File: src/rtl/step_shifter_pkg.sv
package step_shifter_pkg;

    typedef enum logic [1:0] {
        FILL_ZERO = 2'b00,
        FILL_ONE  = 2'b01,
        FILL_ROT  = 2'b10,
        FILL_RSVD = 2'b11
    } fill_e;

endpackage

File: src/rtl/edge_bits.sv
module edge_bits
    import step_shifter_pkg::*;
#(
    parameter int N = 8
) (
    input  logic [N-1:0] word,
    input  fill_e        mode,
    output logic         lo_bit,
    output logic         hi_bit
);

    // lo_bit enters at position 0 on a left move; hi_bit enters at N-1 on a right move
    always_comb begin
        unique case (mode)
            FILL_ONE: begin
                lo_bit = 1'b1;
                hi_bit = 1'b1;
            end
            FILL_ROT: begin
                lo_bit = word[N-1];
                hi_bit = word[0];
            end
            FILL_ZERO, FILL_RSVD: begin
                lo_bit = 1'b0;
                hi_bit = 1'b0;
            end
            default: begin
                lo_bit = 1'b0;
                hi_bit = 1'b0;
            end
        endcase
    end

endmodule

File: src/rtl/shift_core.sv
module shift_core #(
    parameter int N  = 8,
    localparam int XW = N + 2
) (
    input  logic [XW-1:0] x_ext,   // x_ext[k] holds logical bit k-1
    input  logic          move,
    input  logic          to_left,
    output logic [N-1:0]  y
);

    for (genvar i = 0; i < N; i++) begin : g_bit
        always_comb begin
            if (!move)
                y[i] = x_ext[i + 1];
            else if (to_left)
                y[i] = x_ext[i];
            else
                y[i] = x_ext[i + 2];
        end
    end

endmodule

File: src/rtl/out_gate.sv
module out_gate #(
    parameter int N = 8
) (
    input  logic [N-1:0] d,
    input  logic         en,
    output logic [N-1:0] q
);

    assign q = d & {N{en}};

endmodule

File: src/rtl/step_shifter.sv
module step_shifter
    import step_shifter_pkg::*;
#(
    parameter int N = 8
) (
    input  logic [N-1:0] word_in,
    input  logic         move,
    input  logic         to_left,
    input  logic [1:0]   fill_sel,
    input  logic         out_en,
    output logic [N-1:0] word_out
);

    localparam int XW = N + 2;

    fill_e           mode;
    logic            lo_bit;
    logic            hi_bit;
    logic [XW-1:0]   x_ext;
    logic [N-1:0]    moved;

    assign mode  = fill_e'(fill_sel);
    assign x_ext = {hi_bit, word_in, lo_bit};

    edge_bits #(.N(N)) u_edge (
        .word   (word_in),
        .mode   (mode),
        .lo_bit (lo_bit),
        .hi_bit (hi_bit)
    );

    shift_core #(.N(N)) u_core (
        .x_ext   (x_ext),
        .move    (move),
        .to_left (to_left),
        .y       (moved)
    );

    out_gate #(.N(N)) u_gate (
        .d  (moved),
        .en (out_en),
        .q  (word_out)
    );

endmodule

File: config.mk
export PLATFORM = sky130hd
export DESIGN_NAME = step_shifter
export DESIGN_NICKNAME = d
export VERILOG_FILES = /design/src/rtl/step_shifter_pkg.sv /design/src/rtl/edge_bits.sv /design/src/rtl/shift_core.sv /design/src/rtl/out_gate.sv /design/src/rtl/step_shifter.sv
export SDC_FILE = /design/constraint.sdc
export NUM_CORES = 1
export LEC_CHECK = 0
export BUFFER_PORTS_ARGS = -buffer_cell sky130_fd_sc_hd__buf_2
export CAP_MARGIN = 5
export CORE_AREA = 2 2 39 41
export DETAILED_ROUTE_END_ITERATION = 7
export DIE_AREA = 0 0 41 43
export SYNTH_ARGS = -nofsm -noshare
export SYNTH_HDL_FRONTEND = slang
export SYNTH_SLANG_ARGS = --single-unit
File: constraint.sdc
create_clock -name vclk -period 1.1
set_clock_uncertainty 0.15 [all_clocks]
set_input_delay 0.11 -clock vclk [all_inputs]
set_output_delay 0.11 -clock vclk [all_outputs]
set_load 0.01 [all_outputs]
==> results.md, run 1 <==
- Run status: finished with violations
- Crit path capture type: output pin
- Clock Power Share: 0
- Hold buffers post-CTS: 0
- RSZ-0062 raised after global routing: yes
- P per Cell Area: 406 mW/mm^2
- Net switching power of the design: 73.3 uW
- Switching Share: 0.497
- Final hold vios: 0
- CP Launch Type: input port
- Vias: 296
- Tot GR Track Use: 0.0859
- Final TNS setup: -0.0891 ns
- Die area: 0.00176 sq mm
- Cell taking the most area after synthesis: mux2i_1
- Max-slew headroom: 0.848
- IO Port Bufs: 21
- Final hold slack: 0.440 ns
- Layout fillers: 158
- Initial Utilization: 0.161
- FFs & Latches: 0
- CP top delay family: adder cells
- Layout net count: 68
- Area occupied by registers: 0 sq um
- Drt wl/cell: 9.96 um
- Area contributors post-synth: mux2i_1 (27%), a21oi_1 (16%), o21ai_0 (13%)
- CP Max Fanout: 2
- CP Data Required Time: 0.84 ns
- Internal power: 74.1 uW
- Clkbuf count: 0
- Post-route ant nets: 0
- Iter 0 DRT Violations: 6
- Crit-path cells: buf_6 -> inv_4 -> ha_4 -> nand2b_4 -> a31oi_1 -> a21oi_1 -> buf_2
- Share of the synthesized area in the top cell type: 0.270
- Global route overflow: 0
- Vias in the first global route: 256
- Endpoints failing setup: 2
- Leak Pwr: 0.000181 uW
- HP Class: input port to output pin
- Max_cap viols: 0
- WP buf/inv: 3
- Cell Area, Placed: 325 sq um
- Total Wirelength: 677 um
- Largest net degree at the start of global routing: 17
- Gate Count Post-Synth: 33
- Area grow syn2layout: 62.9%
- Slew @ Worst Pin: 0.228 ns
- Post-Place Worst Slack: -0.153 ns
- WP data arrival: 0.90 ns
- # rows: 14
- Core ar.: 0.00138 sq mm
- Share of cells above drive strength 1: 0.462
- DRC Markers: 0
- First-pass GRT wire length: 1.17 mm
- Failing checks: setup timing
- Ratio of final minimum period to clock period: 1.06
- Sequential share of power: 0
- Initial antenna violation count: 0
- Ant. Diodes: 0
- Max Clock Freq: 861 MHz
- Vias per cell: 4.35
- Syn Area/Cell: 6.75 sq um
- Synth top cells by count: a21oi_1 (7), mux2i_1 (6), o21ai_0 (6)
- Post-Syn Nets: 47
- Placer congestion estimate: 0.711
- Design Power: 147 uW
- Chip height: 43 um
- Register area share after synthesis: 0
- Critical path class: input port to output pin
- Top-count cell post-synth: a21oi_1
- First-pass detailed-route iteration total: 3
- CP max stage delay: 0.26 ns
- Synthesis Warnings: 0
- Synthesized area: 223 sq um
- Yosys cell types: 12
- DIE WIDTH: 41 um
- Worst VDD drop: 0.142 mV
- Combinational share of power: 1.000
- Slew Limit Fails: 0
- Final Cell Area: 363 sq um
- Final worst slack: -0.0619 ns
- Fin crit period: 1.16 ns
- CP max stage cell: ha_4
- # IOs: 21
## cells in the final DEF, fill, tap and decap left out, drive strengths merged
| master | count |
|---|---|
| nor2b | 1 |
| nand2b | 3 |
| ha | 1 |
| a31oi | 2 |
| buf | 20 |
| o21ai | 8 |
| nand2 | 1 |
| a21oi | 7 |
| inv | 1 |
| clkbuf | 1 |
| nand3b | 1 |
| mux2i | 6 |
## kinds of logic after synthesis
group           count (synthesis)  synth area share
simple gates                    6             0.163
fa+ha+maj                       1            0.0562
compound gates                 17             0.393
mux                             6             0.270
buf+inv                         3             0.118
## stage by stage
step	cells	utilization
2_1_floorplan	33	-
3_3_place_gp	68	0.235
3_5_place_dp	68	0.235
4_1_cts	68	0.259
5_1_grt	68	0.262
6_report	68	0.262
## power groups by stage
stage	Clock [uW]	Combinational [uW]	Sequential, uW
4_1_cts	0	147	0
3_3_place_gp	0	127	0
5_1_grt	0	166	0
3_5_place_dp	0	130	0
2_1_floorplan	0	76.4	0
6_report	0	147	0
## metal layers
| layer | routed length [um] | vias up | GRT usage |
|---|---|---|---|
| met5 | 0 | - | 0 |
| met4 | 0 | 0 | 0 |
| met3 | 59 | 0 | 0.00524 |
| met2 | 296 | 12 | 0.122 |
| met1 | 322 | 120 | 0.146 |
| li1 | - | 164 | - |
## timing repair
item                       CTS  global route
gates resized for setup      5             2
pin swaps                    3             1
setup endpoints to repair    2             5
buffers inserted             0             0
## path summary, 6_finish.rpt
kind	from	to	cells past startpoint
worst min-delay path	word_in[6]	word_out[7]	4
worst max-delay path	fill_sel[0]	word_out[0]	7
## layout make-up
cell class	count	area, sq um	share of cell area
Multi-Input combinational cell	30	216	0.597
Inverter	1	6.26	0.0172
Timing Repair Buffer	21	120	0.331
Tap cell	16	20.0	0.0552
(Power assumes the default switching activity.)
==> run 2: changes to the inputs <==
--- a/config.mk
+++ b/config.mk
@@ -10,6 +10,7 @@
 export CORE_AREA = 2 2 39 41
 export DETAILED_ROUTE_END_ITERATION = 7
 export DIE_AREA = 0 0 41 43
+export SETUP_SLACK_MARGIN = 0.1
 export SYNTH_ARGS = -nofsm -noshare
 export SYNTH_HDL_FRONTEND = slang
 export SYNTH_SLANG_ARGS = --single-unit
==> run 2 against run 1 <==
Net effect:
- the run still ends with setup timing left
- sequential share of layout area did not move
- via count rose by 3.0%
- power up 12%
- die area did not move
- sequential cell count stayed put
- utilization rose by 2.5 points
- setup slack improved by 0.018 ns
- hold slack got worse by 0.0042 ns
- critical endpoint is now word_out[7]
- largest power group unchanged
- highest routed layer unchanged
==> results.md, run 2 (synthesis results as in run 1) <==
- Global route overflow: 0 (unchanged)
- CP Data Required Time: 0.84 ns (about the same)
- Total Wirelength: 692 um (+2.2%)
- Ratio of final minimum period to clock period: 1.04 (-0.0168)
- Commonest non-fill, non-tap cell in the layout: buf_2
- Area occupied by registers: 0 sq um (unchanged)
- Leak Pwr: 0.000189 uW (+4.5%)
- Die area: 0.00176 sq mm (unchanged)
- # rows: 14 (unchanged)
- Grt met2 use: 0.116 (-0.00625)
- CP max stage delay: 0.20 ns (-0.06 ns)
- Slew @ Worst Pin: 0.216 ns (-0.0124 ns)
- Vias per cell: 4.42 (+1.5%)
- Share of cells above drive strength 1: 0.528 (+0.0668)
- Initial antenna violation count: 0 (unchanged)
- Failing checks: setup timing
- Finished Layout Cells: 69 (+1.5%)
- Met1 GRT Util: 0.139 (-0.00633)
- Final TNS setup: -0.0846 ns (+0.00451 ns)
- HP Class: input port to output pin
- Fin crit period: 1.14 ns (-0.0184 ns)
- HPWL Detailed: 553 um
- Most frequent cells in the layout: buf_2 (17), mux2i_1 (6), a21oi_1 (6), o21ai_0 (6), buf_4 (3)
- Post-Place Cells: 69 (+1.5%)
- Core ar.: 0.00138 sq mm (unchanged)
- Critical path class: input port to output pin
- IO Port Bufs: 21 (unchanged)
- Crit path capture type: output pin
- CP max stage cell: ha_4
- Final worst slack: -0.0435 ns (+0.0184 ns)
- Slew Limit Fails: 0 (unchanged)
- Cell Area, Placed: 363 sq um (+12%)
- RSZ-0062 raised after global routing: yes
- CP Max Fanout: 2 (unchanged)
- Max-slew headroom: 0.856 (+0.00799)
- Ant. Diodes: 0 (unchanged)
- P per Cell Area: 415 mW/mm^2 (+2.1%)
- CP Launch Type: input port
- # IOs: 21 (unchanged)
- Clkbuf count: 0 (unchanged)
- Design Power: 165 uW (+12%)
- WP data arrival: 0.88 ns (-0.02 ns)
- Post-route ant nets: 0 (unchanged)
- Layout fillers: 161 (+1.9%)
- Vias: 305 (+3.0%)
- Largest net degree at the start of global routing: 16 (-1)
- Final hold vios: 0 (unchanged)
- Worst VDD drop: 0.112 mV (-21%)
- Chip height: 43 um (unchanged)
- Iter 0 DRT Violations: 1 (-5)
- Tot GR Track Use: 0.0819 (-0.00400)
- Vias in the first global route: 271 (+5.9%)
- Endpoints failing setup: 2 (unchanged)
- Max Clock Freq: 875 MHz (+1.6%)
- DRC Markers: 0 (unchanged)
- Drt wl/cell: 10.0 um (+0.73%)
- Met3 usage: 0.00524 (unchanged)
- Layout net count: 69 (+1.5%)
- Crit-path cells: buf_6 -> inv_4 -> ha_4 -> nand2b_4 -> nand3b_1 -> a31oi_2 -> buf_2
- Placer congestion estimate: 0.651 (-8.4%)
- FFs & Latches: 0 (unchanged)
- Max_cap viols: 0 (unchanged)
- Final Cell Area: 398 sq um (+9.7%)
- First-pass detailed-route iteration total: 2 (-1)
- DIE WIDTH: 41 um (unchanged)
- Initial Utilization: 0.161 (unchanged)
- First-pass GRT wire length: 1.10 mm (-5.3%)
- Area grow syn2layout: 78.7%
- GR peak layer: met1
- Run status: finished with violations
- Hold depth: 3 (-1)
- Final hold slack: 0.436 ns (-0.00418 ns)
- Setup bufs post-CTS: 0 (unchanged)
run 2: final cells by class:
cell class / count / area, sq um / share of cell area
Inverter: 1 / 6.26 / 0.0157
Multi-Input combinational cell: 30 / 241 / 0.607
Tap cell: 16 / 20.0 / 0.0503
Timing Repair Buffer: 22 / 130 / 0.327
run 2: power breakdown:
part / switching, uW / internal, uW
clock network: 0 / 0
logic: 81.6 / 83.3
registers: 0 / 0
total: 81.6 / 83.3
run 2: what timing repair did:
item	in CTS	in global routing
pin swaps	1	1
setup endpoints to repair	8	8
gates resized for setup	6	3
hold buffers	0	0
run 2: worst max-delay path: cells and delay by family:
kind | cells | cell delay (ns)
simple gates | 2 | 0.16
buf+inv | 3 | 0.28
fa+ha+maj | 1 | 0.20
compound gates | 1 | 0.13
run 2: worst paths after layout:
check / startpoint / to / slack [ns]
worst min-delay path: move / word_out[0] / 0.44
worst max-delay path: fill_sel[0] / word_out[7] / -0.04
run 2: per-stage QoR:
stage          utilization  setup WS [ns]
2_1_floorplan            -          0.108
3_3_place_gp         0.262        -0.0949
3_5_place_dp         0.262         -0.123
4_1_cts              0.281        -0.0711
5_1_grt              0.288        -0.0981
6_report             0.288        -0.0435
run 2: layer usage:
layer	vias up	share of wire
met5	-	0
met4	0	0
met3	0	0.087
met2	14	0.39
met1	127	0.52
li1	164	-
